$ cat src/rtl/serial_pkg.sv
package serial_pkg;

    typedef enum logic [1:0] {
        TX_IDLE,
        TX_START,
        TX_DATA,
        TX_STOP
    } tx_state_t;

    typedef enum logic [1:0] {
        RX_IDLE,
        RX_START,
        RX_DATA,
        RX_STOP
    } rx_state_t;

endpackage

$ cat src/rtl/serial_tx.sv
module serial_tx
    import serial_pkg::*;
#(
    parameter int DATA_W = 8,
    parameter int OSR    = 16
) (
    input  logic              clk,
    input  logic              rst_n,
    input  logic              tick,
    input  logic              tx_en,
    input  logic              abort,
    input  logic              msb_first,
    input  logic              have_data,
    input  logic [DATA_W-1:0] data,
    output logic              load_ack,
    output logic              txd
);
    localparam int CW = $clog2(OSR);
    localparam int BW = $clog2(DATA_W);
    localparam logic [CW-1:0] LAST_S = CW'(OSR - 1);
    localparam logic [BW-1:0] LAST_B = BW'(DATA_W - 1);

    tx_state_t         st, st_nx;
    logic [CW-1:0]     cnt;
    logic [BW-1:0]     bitn;
    logic [DATA_W-1:0] shreg, sh_nx;
    logic              last_tick;

    assign last_tick = tick && (cnt == LAST_S);

    // next-state logic
    always_comb begin
        st_nx    = st;
        load_ack = 1'b0;
        if (abort || !tx_en) begin
            st_nx = TX_IDLE;
        end else begin
            unique case (st)
                TX_IDLE:  if (have_data) begin
                              st_nx    = TX_START;
                              load_ack = 1'b1;
                          end
                TX_START: if (last_tick) st_nx = TX_DATA;
                TX_DATA:  if (last_tick && bitn == LAST_B) st_nx = TX_STOP;
                TX_STOP:  if (last_tick) st_nx = TX_IDLE;
            endcase
        end
    end

    // state register
    always_ff @(posedge clk or negedge rst_n) begin
        if (!rst_n) st <= TX_IDLE;
        else        st <= st_nx;
    end

    always_comb begin
        sh_nx = shreg;
        if (st == TX_DATA && last_tick)
            sh_nx = msb_first ? (shreg << 1) : (shreg >> 1);
    end

    // datapath and registered line output
    always_ff @(posedge clk or negedge rst_n) begin
        if (!rst_n) begin
            cnt   <= '0;
            bitn  <= '0;
            shreg <= '0;
            txd   <= 1'b1;
        end else begin
            if (st == TX_IDLE || st_nx == TX_IDLE)
                cnt <= '0;
            else if (tick)
                cnt <= (cnt == LAST_S) ? '0 : cnt + CW'(1);

            if (load_ack) begin
                shreg <= data;
                bitn  <= '0;
            end else if (st == TX_DATA && last_tick) begin
                shreg <= sh_nx;
                bitn  <= bitn + BW'(1);
            end

            unique case (st_nx)
                TX_IDLE:  txd <= 1'b1;
                TX_START: txd <= 1'b0;
                TX_DATA:  txd <= msb_first ? sh_nx[DATA_W-1] : sh_nx[0];
                TX_STOP:  txd <= 1'b1;
            endcase
        end
    end

    // a disabled transmitter sits idle with the line high
    a_r1_tx_off_idle: assert property (@(posedge clk) disable iff (!rst_n)
        !tx_en |=> (st == TX_IDLE) && txd);

    // the start bit is driven low the cycle after a byte is taken
    a_r4_start_low: assert property (@(posedge clk) disable iff (!rst_n)
        load_ack |=> !txd);

endmodule

$ cat src/rtl/serial_rx.sv
module serial_rx
    import serial_pkg::*;
#(
    parameter int DATA_W        = 8,
    parameter int OSR           = 16,
    parameter bit START_ON_EDGE = 1'b0
) (
    input  logic              clk,
    input  logic              rst_n,
    input  logic              tick,
    input  logic              rx_en,
    input  logic              abort,
    input  logic              msb_first,
    input  logic              rxd,
    output logic              busy,
    output logic              done,
    output logic              ferr_p,
    output logic [DATA_W-1:0] byte_o
);
    localparam int CW = $clog2(OSR);
    localparam int BW = $clog2(DATA_W);
    localparam logic [CW-1:0] MID_S  = CW'(OSR / 2 - 1);
    localparam logic [CW-1:0] LAST_S = CW'(OSR - 1);
    localparam logic [BW-1:0] LAST_B = BW'(DATA_W - 1);

    rx_state_t         st, st_nx;
    logic [CW-1:0]     cnt;
    logic [BW-1:0]     bitn;
    logic [DATA_W-1:0] shreg;
    logic              s1, line, line_q;
    logic              pend, start_seen, start_go;
    logic              mid_tick, last_tick;

    // two-flop synchronizer plus one delayed copy for edge detection
    always_ff @(posedge clk or negedge rst_n) begin
        if (!rst_n) begin
            s1     <= 1'b1;
            line   <= 1'b1;
            line_q <= 1'b1;
        end else begin
            s1     <= rxd;
            line   <= s1;
            line_q <= line;
        end
    end

    assign start_seen = START_ON_EDGE ? (line_q && !line) : (pend || !line);
    assign start_go   = (st == RX_IDLE) && rx_en && !abort && start_seen;

    generate
        if (START_ON_EDGE == 1'b0) begin : g_level
            // low line while idle is remembered, even with the receiver off
            always_ff @(posedge clk or negedge rst_n) begin
                if (!rst_n)                      pend <= 1'b0;
                else if (abort || start_go)      pend <= 1'b0;
                else if (st == RX_IDLE && !line) pend <= 1'b1;
            end
        end else begin : g_edge
            assign pend = 1'b0;
        end
    endgenerate

    assign mid_tick  = tick && (cnt == MID_S);
    assign last_tick = tick && (cnt == LAST_S);

    // next-state logic and event pulses
    always_comb begin
        st_nx  = st;
        done   = 1'b0;
        ferr_p = 1'b0;
        if (abort || !rx_en) begin
            st_nx = RX_IDLE;
        end else begin
            unique case (st)
                RX_IDLE:  if (start_seen) st_nx = RX_START;
                RX_START: if (mid_tick) st_nx = line ? RX_IDLE : RX_DATA;
                RX_DATA:  if (last_tick && bitn == LAST_B) st_nx = RX_STOP;
                RX_STOP:  if (last_tick) begin
                              st_nx  = RX_IDLE;
                              done   = line;
                              ferr_p = !line;
                          end
            endcase
        end
    end

    // state register
    always_ff @(posedge clk or negedge rst_n) begin
        if (!rst_n) st <= RX_IDLE;
        else        st <= st_nx;
    end

    // datapath
    always_ff @(posedge clk or negedge rst_n) begin
        if (!rst_n) begin
            cnt   <= '0;
            bitn  <= '0;
            shreg <= '0;
        end else begin
            if (st_nx != st)
                cnt <= '0;
            else if (tick)
                cnt <= (cnt == LAST_S) ? '0 : cnt + CW'(1);

            if (st == RX_START)
                bitn <= '0;
            else if (st == RX_DATA && last_tick) begin
                bitn  <= bitn + BW'(1);
                shreg <= msb_first ? {shreg[DATA_W-2:0], line}
                                   : {line, shreg[DATA_W-1:1]};
            end
        end
    end

    assign busy   = (st != RX_IDLE);
    assign byte_o = shreg;

    // a disabled receiver returns to idle
    a_r1_rx_off_idle: assert property (@(posedge clk) disable iff (!rst_n)
        !rx_en |=> st == RX_IDLE);

    // a high line at the start-bit midpoint sends the receiver back to idle
    a_r9_mid_reject: assert property (@(posedge clk) disable iff (!rst_n)
        (st == RX_START && mid_tick && line) |=> st == RX_IDLE);

    generate
        if (START_ON_EDGE == 1'b0) begin : g_lvl_chk
            // level mode starts on a low line when enabled
            a_r6_level_start: assert property (@(posedge clk) disable iff (!rst_n)
                (st == RX_IDLE && rx_en && !abort && !line) |=> st == RX_START);
        end else begin : g_edge_chk
            // edge mode leaves idle only after a falling edge
            a_r8_edge_only: assert property (@(posedge clk) disable iff (!rst_n)
                (st == RX_IDLE && !(line_q && !line)) |=> st == RX_IDLE);
        end
    endgenerate

endmodule

$ cat src/rtl/serial_xcvr.sv
module serial_xcvr #(
    parameter int DATA_W        = 8,
    parameter int OSR           = 16,
    parameter bit START_ON_EDGE = 1'b0
) (
    input  logic              clk,
    input  logic              rst_n,
    input  logic              baud_tick,
    input  logic              tx_en,
    input  logic              rx_en,
    input  logic              tx_irq_en,
    input  logic              msb_first,
    input  logic              sw_reset,
    input  logic              wr_strobe,
    input  logic [DATA_W-1:0] wr_data,
    input  logic              rd_strobe,
    input  logic              rxd,
    output logic              txd,
    output logic [DATA_W-1:0] rd_data,
    output logic              tx_empty,
    output logic              rx_full,
    output logic              rx_overrun,
    output logic              rx_frame_err,
    output logic              tx_irq,
    output logic              rx_busy
);
    logic              mode_q, abort;
    logic [DATA_W-1:0] tdr;
    logic              load_ack, rx_done, rx_ferr_p;
    logic [DATA_W-1:0] rx_byte;

    always_ff @(posedge clk or negedge rst_n) begin
        if (!rst_n) mode_q <= 1'b0;
        else        mode_q <= msb_first;
    end

    assign abort = sw_reset || (msb_first != mode_q);

    // transmit holding register
    always_ff @(posedge clk or negedge rst_n) begin
        if (!rst_n) begin
            tdr      <= '0;
            tx_empty <= 1'b1;
        end else if (sw_reset) begin
            tx_empty <= 1'b1;
        end else begin
            if (load_ack) tx_empty <= 1'b1;
            if (wr_strobe) begin
                tdr      <= wr_data;
                tx_empty <= 1'b0;
            end
        end
    end

    // receive data register and flags
    always_ff @(posedge clk or negedge rst_n) begin
        if (!rst_n) begin
            rd_data      <= '0;
            rx_full      <= 1'b0;
            rx_overrun   <= 1'b0;
            rx_frame_err <= 1'b0;
        end else if (sw_reset) begin
            rx_full      <= 1'b0;
            rx_overrun   <= 1'b0;
            rx_frame_err <= 1'b0;
        end else begin
            if (rd_strobe) begin
                rx_full      <= 1'b0;
                rx_overrun   <= 1'b0;
                rx_frame_err <= 1'b0;
            end
            if (rx_done) begin
                if (rx_full && !rd_strobe) begin
                    rx_overrun <= 1'b1;
                end else begin
                    rd_data <= rx_byte;
                    rx_full <= 1'b1;
                end
            end
            if (rx_ferr_p) rx_frame_err <= 1'b1;
        end
    end

    assign tx_irq = tx_irq_en && tx_empty;

    serial_tx #(.DATA_W(DATA_W), .OSR(OSR)) u_tx (
        .clk       (clk),
        .rst_n     (rst_n),
        .tick      (baud_tick),
        .tx_en     (tx_en),
        .abort     (abort),
        .msb_first (msb_first),
        .have_data (!tx_empty),
        .data      (tdr),
        .load_ack  (load_ack),
        .txd       (txd)
    );

    serial_rx #(.DATA_W(DATA_W), .OSR(OSR), .START_ON_EDGE(START_ON_EDGE)) u_rx (
        .clk       (clk),
        .rst_n     (rst_n),
        .tick      (baud_tick),
        .rx_en     (rx_en),
        .abort     (abort),
        .msb_first (msb_first),
        .rxd       (rxd),
        .busy      (rx_busy),
        .done      (rx_done),
        .ferr_p    (rx_ferr_p),
        .byte_o    (rx_byte)
    );

    // the empty flag only rises when the transmitter takes the byte or on reset
    a_r2_empty_source: assert property (@(posedge clk) disable iff (!rst_n)
        $rose(tx_empty) |-> $past(load_ack || sw_reset));

    // software reset restores every flag
    a_r10_flags_cleared: assert property (@(posedge clk) disable iff (!rst_n)
        sw_reset |=> tx_empty && !rx_full && !rx_overrun && !rx_frame_err);

    // a bit-order change leaves both directions idle
    a_r11_mode_abort: assert property (@(posedge clk) disable iff (!rst_n)
        (msb_first != mode_q) |=> txd && !rx_busy);

    // overrun only rises while a byte is already waiting
    a_r12_overrun_cause: assert property (@(posedge clk) disable iff (!rst_n)
        $rose(rx_overrun) |-> $past(rx_full));

    // a framing error keeps the data register untouched
    a_r13_ferr_keeps_data: assert property (@(posedge clk) disable iff (!rst_n)
        (rx_ferr_p && !sw_reset) |=> rx_frame_err && $stable(rd_data));

endmodule

$ cat config.mk
export PLATFORM = sky130hd
export DESIGN_NAME = serial_xcvr
export DESIGN_NICKNAME = d
export VERILOG_FILES = /design/src/rtl/serial_pkg.sv /design/src/rtl/serial_tx.sv /design/src/rtl/serial_rx.sv /design/src/rtl/serial_xcvr.sv
export SDC_FILE = /design/constraint.sdc
export NUM_CORES = 1
export LEC_CHECK = 0
export BUFFER_PORTS_ARGS = -buffer_cell sky130_fd_sc_hd__buf_2
export CELL_PAD_IN_SITES_DETAIL_PLACEMENT = 1
export CELL_PAD_IN_SITES_GLOBAL_PLACEMENT = 2
export CORE_ASPECT_RATIO = 1.1
export CORE_UTILIZATION = 38
export DETAILED_ROUTE_END_ITERATION = 7
export GPL_TIMING_DRIVEN = 1
export PLACE_DENSITY = 0.85
export SLEW_MARGIN = 20
export SYNTH_ARGS = -nofsm -noshare
export SYNTH_HDL_FRONTEND = slang
export SYNTH_HIERARCHICAL = 1
export SYNTH_SLANG_ARGS = --single-unit
$ cat constraint.sdc
create_clock -name clk -period 2.4 [get_ports clk]
set_input_delay 0.72 -clock clk [delete_from_list [all_inputs] [get_ports clk]]
set_output_delay 0.72 -clock clk [all_outputs]
set_load 0.02 [all_outputs]
**Word-level counts from Yosys, hierarchy flattened**

Cells that the tools add are included.

- Bits in registers: 59
- Output and inout bits: 15
- Bits of input ports: 19
- Word-level logic and storage cells: 136

- Add/subtract/negate cells: 4
- Equality and inequality tests: 16
- Bitwise logic cells: 3
- Muxes and demuxes: 55
- Reductions and logical operators: 39

Operator list:

| operator | number |
|---|---|
| two-way mux 8 bit | 5 |
| two-way mux 1 bit | 26 |
| two-way mux 4 bit | 6 |
| two-way mux 2 bit | 11 |
| one-hot mux 2 bit (4 select lines) | 2 |
| logical AND 1 bit | 13 |
| == test 2 bit, second input constant | 6 |
| two-way mux 3 bit | 4 |
| nonzero test 2 bit | 6 |
| adder 4 x 1 -> 4 bit, second input constant | 2 |
| == test 4 bit, second input constant | 2 |
| adder 3 x 1 -> 3 bit, second input constant | 2 |
| == test 2 x 1 -> 1 bit, second input constant | 3 |
| == test 3 bit, second input constant | 2 |
| logical NOT 2 bit | 3 |
| logical OR 1 bit | 6 |
| nonzero test 3 bit | 2 |
| logical NOT 1 bit | 5 |
| == test 4 x 3 -> 1 bit, second input constant | 1 |
| AND reduction 2 bit | 2 |
| inverter 1 bit | 3 |
| one-hot mux 1 bit (3 select lines) | 1 |
| AND reduction 3 bit | 1 |
| != test 2 bit | 1 |
| other kinds (2) | 2 |

**Logic depth before layout (Yosys ltp)**

- Word-level depth: 9
- Depth in mapped cells: 10
- Mapped depth without buffers: 9

**Hierarchy**

Netlist, hierarchy kept.

By module, submodules not included:

| module | seq. area each (µm²) | cells an instance | times used | area an instance (µm²) |
|---|---|---|---|---|
| serial_rx | 503.0 | 108 | 1 | 1083.5 |
| serial_tx | 451.7 | 95 | 1 | 1009.7 |
| serial_xcvr | 526.8 | 54 | 1 | 809.5 |

**Least setup slack after synthesis**

OpenSTA, ideal clock, no wires.

- Path type: input -> register
- Start: in baud_tick
- End: reg rd_data[0]
- Cell stages on the path: 6
- Slack: 103 ps
- Required time: 2275 ps
- Arrival time: 2172 ps
- Cells stage by stage: buf_2 and4_2 nand4_1 nor2_1 nor3b_4 mux2_2

- Longest elaborated chain between the ends: 5

RTL lines:

| element | line | RTL |
|---|---|---|
| start, declared | serial_xcvr.sv:8 | `input logic baud_tick,` |
| logical AND 1 bit | serial_rx.sv:64 | `assign last_tick = tick && (cnt == LAST_S);` |
| two-way mux 1 bit | serial_rx.sv:78 | `RX_STOP: if (last_tick) begin` |
| two-way mux 1 bit | serial_rx.sv:74 | `unique case (st)` |
| two-way mux 1 bit | serial_rx.sv:71 | `if (abort \|\| !rx_en) begin` |
| named net rx_done | serial_xcvr.sv:29 | `logic load_ack, rx_done, rx_ferr_p;` |
| AND reduction 3 bit (no line) | n/a |  |
| end signal, assigned | serial_xcvr.sv:76 | `rd_data <= rx_byte;` |
| end, declared | serial_xcvr.sv:19 | `output logic [DATA_W-1:0] rd_data,` |

The timed path passes the listed nets, and every way through them passes these cells.
A chain may end at the register's enable or synchronous reset.

**Worst setup path after layout**

- Start: reg u_rx.st[0]
- End: out rx_busy

- Longest elaborated chain between the ends: 1

RTL lines:

| element | line | RTL |
|---|---|---|
| start, declared | serial_rx.sv:26 | `rx_state_t st, st_nx;` |
| start signal, assigned | serial_rx.sv:90 | `else st <= st_nx;` |
| nonzero test 2 bit | serial_rx.sv:115 | `assign busy = (st != RX_IDLE);` |
| end, declared | serial_xcvr.sv:25 | `output logic rx_busy` |

No other way between the ends.

==> flow_results.xml <==
<?xml version="1.0" encoding="UTF-8"?>
<metrics>
  <group name="power_and_ir_drop">
    <metric name="switching_share" unit="%">28.3</metric>
    <metric name="power.share.sequential" unit="%">49.6</metric>
    <metric name="power.switching" unit="mW">0.684</metric>
    <metric name="p_int" unit="mW">1.73</metric>
    <metric name="leakage" unit="nW">1.67</metric>
    <metric name="worst_ir_drop_vdd" unit="V">0.000356</metric>
    <metric name="power.density_cell_area" unit="nW/um^2">698</metric>
    <metric name="comb_power_share" unit="%">12.4</metric>
    <metric name="power.share.clock" unit="%">38.0</metric>
  </group>
  <group name="yosys">
    <metric name="synth_seq_cells" unit="">59</metric>
    <metric name="postSynthCellCount" unit="">257</metric>
    <metric name="synth-adder-area-share" unit="%">3.88</metric>
    <metric name="synth_area_per_cell" unit="um^2">11.3</metric>
    <metric name="synth-xor-area-share" unit="%">1.21</metric>
    <metric name="synth_compound_area_share" unit="%">13.8</metric>
    <metric name="synth_top_family_by_area" unit="">simple AND/OR/NAND/NOR gates</metric>
    <metric name="yosys.cell_types.count" unit="">52</metric>
    <metric name="yosys.cell_count.top_type" unit="">sky130_fd_sc_hd__dfrtp_1</metric>
    <metric name="yosys.area_share.simple" unit="%">15.6</metric>
    <metric name="synth_ff_type" unit="">sky130_fd_sc_hd__dfrtp_1</metric>
    <metric name="synth_area" unit="um^2">2900</metric>
    <metric name="commonest_cells_in_the_netlist" unit="">sky130_fd_sc_hd__dfrtp_1, sky130_fd_sc_hd__nor2_1, sky130_fd_sc_hd__a21oi_1, sky130_fd_sc_hd__nand2_1</metric>
    <metric name="ys_top_cells_by_area" unit="">sky130_fd_sc_hd__dfrtp_1, sky130_fd_sc_hd__mux2_2, sky130_fd_sc_hd__mux2i_1</metric>
    <metric name="post_synthesis_cell_type_with_the_largest_combined_area" unit="">sky130_fd_sc_hd__dfrtp_1</metric>
    <metric name="netlist.area_leader.share" unit="%">47.4</metric>
    <metric name="synth-edff-count" unit="">0</metric>
    <metric name="share_of_synthesized_area_spent_on_multiplexers" unit="%">11.7</metric>
    <metric name="ys_async_sr_fraction" unit="%">100</metric>
    <metric name="yosys_warnings" unit="">6</metric>
    <metric name="synth_sequential_area_ratio" unit="%">51.0</metric>
    <metric name="synth_fp_nets" unit="">285</metric>
  </group>
  <group name="drt">
    <metric name="vias_cell" unit="">5.36</metric>
    <metric name="vias" unit="">2139</metric>
    <metric name="initialDrtViolationCount" unit="">89</metric>
    <metric name="drt_drc_violations_left" unit="">0</metric>
    <metric name="drt_pre_antenna_iters" unit="">4</metric>
    <metric name="totalWireLength" unit="um">6490</metric>
    <metric name="avgRoutedWirePerCell" unit="um">16.3</metric>
    <metric name="final_antenna_net_count" unit="">0</metric>
  </group>
  <group name="setup_path">
    <metric name="regToRegSetupSlack" unit="ps">290</metric>
    <metric name="worstPathRequired" unit="ps">1680</metric>
    <metric name="endpoint_kind" unit="">output port</metric>
    <metric name="critical_path_buf_inv_count" unit="">2</metric>
    <metric name="cp-start-kind" unit="">flip-flop</metric>
    <metric name="timing.critical_path.max_delay_family" unit="">flip-flops</metric>
    <metric name="worstPathCellList" unit="">nor2_1 -&gt; inv_1 -&gt; buf_2</metric>
    <metric name="crit_slowest_cell" unit="">sky130_fd_sc_hd__dfrtp_1</metric>
    <metric name="cp_max_fo" unit="">14</metric>
    <metric name="timing.setup.critical_path_class" unit="">reg2out</metric>
    <metric name="max_stage_delay" unit="ps">550</metric>
    <metric name="worst-endpoint-arrival" unit="ps">1440</metric>
  </group>
  <group name="floorplan">
    <metric name="placeableCoreArea" unit="um^2">7430</metric>
    <metric name="die_h" unit="um">93.7</metric>
    <metric name="die_width" unit="um">85.3</metric>
    <metric name="placement_rows" unit="">33</metric>
    <metric name="ios" unit="">34</metric>
    <metric name="floorplan.initialDensity" unit="%">39.1</metric>
    <metric name="floorplan_die_area" unit="um^2">7990</metric>
  </group>
  <group name="global_routing">
    <metric name="pin_count_of_the_biggest_net_entering_global_routing" unit="">39</metric>
    <metric name="grt.total_usage" unit="%">18.5</metric>
    <metric name="number_of_global_route_vias_before_repair" unit="">2205</metric>
    <metric name="wire_length_of_the_first_global_routing_pass" unit="um">11200</metric>
    <metric name="gr-total-overflow" unit="">0</metric>
    <metric name="number_of_antenna_violations_at_the_first_check_in_global_routing" unit="">0</metric>
  </group>
  <group name="final_layout">
    <metric name="core_occupancy_in_the_finished_layout" unit="%">46.6</metric>
    <metric name="final_layout_size_suffix_gt1_share" unit="%">31.4</metric>
    <metric name="signed_area_change_from_the_synthesized_netlist_to_the_final_layout" unit="%">19.3</metric>
    <metric name="final_nets" unit="">335</metric>
    <metric name="final.fill_count" unit="">828</metric>
    <metric name="antenna_cells_inserted" unit="">0</metric>
  </group>
  <group name="sta">
    <metric name="post_route_setup_tns" unit="ps">0</metric>
    <metric name="fin_crit" unit="ps">2160</metric>
    <metric name="worst_clock_skew" unit="ps">8.39</metric>
    <metric name="fmax" unit="MHz">463</metric>
    <metric name="setup-violations-final" unit="">0</metric>
    <metric name="hold_viol" unit="">0</metric>
    <metric name="timing.max_slew.rel_slack" unit="%">64.5</metric>
    <metric name="worst-slew-pin-transition" unit="ps">533</metric>
    <metric name="timing_max_transition_violations_final" unit="">0</metric>
    <metric name="rsz0062_at_grt" unit="">false</metric>
    <metric name="min_period_over_period" unit="%">90.0</metric>
  </group>
  <group name="placement">
    <metric name="detailed_place_hpwl" unit="um">4580</metric>
    <metric name="global_placement_routability_congestion" unit="">0.817</metric>
    <metric name="io_buffers" unit="">33</metric>
  </group>
  <group name="cts">
    <metric name="cts.sinks" unit="">59</metric>
    <metric name="post_cts_buffers" unit="">0</metric>
    <metric name="cts_htree_levels" unit="">3</metric>
    <metric name="cts-buffers-inserted" unit="">9</metric>
    <metric name="cts_tree" unit="">built</metric>
    <metric name="ctsResizeCount" unit="">0</metric>
    <metric name="root_buffer" unit="">sky130_fd_sc_hd__clkbuf_8</metric>
    <metric name="cts_hold_fix_bufs" unit="">0</metric>
    <metric name="path_clk_slew" unit="ps">80</metric>
    <metric name="clock_insertion_delay_worst_skew" unit="ps">340</metric>
    <metric name="buffers_from_clock_root_to_sink_at_most" unit="">2</metric>
  </group>
  <group name="run_status">
    <metric name="run_status" unit="">complete, no violations</metric>
  </group>
  <group name="job">
    <metric name="drv_cap" unit="">0</metric>
  </group>
  <group name="min_path">
    <metric name="min-delay-path-class" unit="">in2async</metric>
  </group>
</metrics>
## path summary, 6_finish.rpt
| kind | cells past startpoint | endpoint | from |
|---|---|---|---|
| worst max-delay path | 3 | rx_busy | u_rx/st[0] |
| worst min-delay path | 1 | rd_data[6] | rst_n |
| worst max register to register | 9 | u_tx/txd | u_tx/cnt[0] |
| worst min register to register | 0 | u_rx/line | u_rx/s1 |
| max in group asynchronous | 2 | u_tx/txd | rst_n |
| min in group clk | 0 | u_rx/line | u_rx/s1 |
## layout by cell type (no fill, tap or decap), drive strengths merged, types with 4 or more instances in the layout
| cell type | synthesis | routed |
|---|---|---|
| a21oi | 20 | 20 |
| a221o | 6 | 6 |
| a22o | 5 | 5 |
| and2 | 4 | 4 |
| buf | 8 | 48 |
| clkbuf | 1 | 9 |
| clkinv | 0 | 4 |
| dfrtp | 55 | 55 |
| dfstp | 4 | 4 |
| ha | 9 | 9 |
| inv | 7 | 8 |
| mux2 | 16 | 16 |
| mux2i | 16 | 16 |
| nand2 | 17 | 17 |
| nor2 | 28 | 28 |
| nor2b | 8 | 8 |
| nor3 | 5 | 5 |
| o21ai | 9 | 9 |
## worst reg2reg max path: stages, from the launching register on
cell and delay [ps]:
sky130_fd_sc_hd__dfrtp_1 420, sky130_fd_sc_hd__ha_1 230, sky130_fd_sc_hd__and4_1 250, sky130_fd_sc_hd__nand2_1 100, sky130_fd_sc_hd__xor2_1 160, sky130_fd_sc_hd__nand2b_1 180
sky130_fd_sc_hd__ha_1 310, sky130_fd_sc_hd__nand2_1 80, sky130_fd_sc_hd__a21oi_2 40, sky130_fd_sc_hd__a221oi_2 260
## sequential cells by signal, indices dropped and copies added (netlist names)
signal        count
u_rx/pend         1
u_tx/bitn         3
tdr               8
u_tx/shreg        8
u_rx/s1           1
rd_data           8
rx_overrun        1
u_tx/st           2
u_rx/bitn         3
rx_frame_err      1
tx_empty          1
u_tx/txd          1
u_rx/byte_o       8
u_rx/cnt          4
mode_q            1
u_tx/cnt          4
u_rx/line         1
u_rx/st           2
rx_full           1
## routing by layer
layer | wire (um) | vias up | GRT usage, %
met1 | 3040 | 1084 | 24.5
met4 | 73 | 0 | 6.81
met3 | 194 | 4 | 5.54
met2 | 3180 | 27 | 28.6
met5 | 0 | - | 0
li1 | - | 1024 | -
## layout make-up
| type | instances | area, um^2 | share of cell area, % |
|---|---|---|---|
| tap | 87 | 109 | 3.14 |
| clock buffer | 9 | 124 | 3.58 |
| clock inverter | 7 | 77.6 | 2.24 |
| multi-input combinational | 182 | 1340 | 38.7 |
| inverter | 7 | 26.3 | 0.759 |
| timing repair buffer | 48 | 303 | 8.75 |
| sequential | 59 | 1480 | 42.8 |
## power groups by stage
stage                     Combinational [mW]  Clock, mW  Sequential, mW
after CTS                              0.305      0.953            1.20
after global placement                 0.286          0            1.21
after floorplan                        0.203          0            1.19
after detailed placement               0.304          0            1.22
after global routing                   0.341       1.00            1.21
final                                  0.299      0.917            1.20
## cells by family after synthesis
| logic type | Yosys count |
|---|---|
| simple gates | 81 |
| flops | 59 |
| fa+ha+maj | 9 |
| mux | 32 |
| xor+xnor | 4 |
| buf+inv | 16 |
| compound gates | 56 |
## through the flow
| step | instance area [um^2] | hold WS (ps) | worst slack [ps] | total power [mW] | cells |
|---|---|---|---|---|---|
| final | 3460 | 349 | 239 | 2.42 | 399 |
| after global routing | 3460 | 363 | 93.7 | 2.56 | 399 |
| after CTS | 3460 | 341 | 228 | 2.46 | 399 |
| after detailed placement | 3260 | 347 | 3.09 | 1.52 | 383 |
| after global placement | 3260 | 345 | 75.8 | 1.50 | 383 |
| after floorplan | 2900 | 345 | 103 | 1.39 | 257 |
No activity file was read; power rests on OpenSTA's default activity.
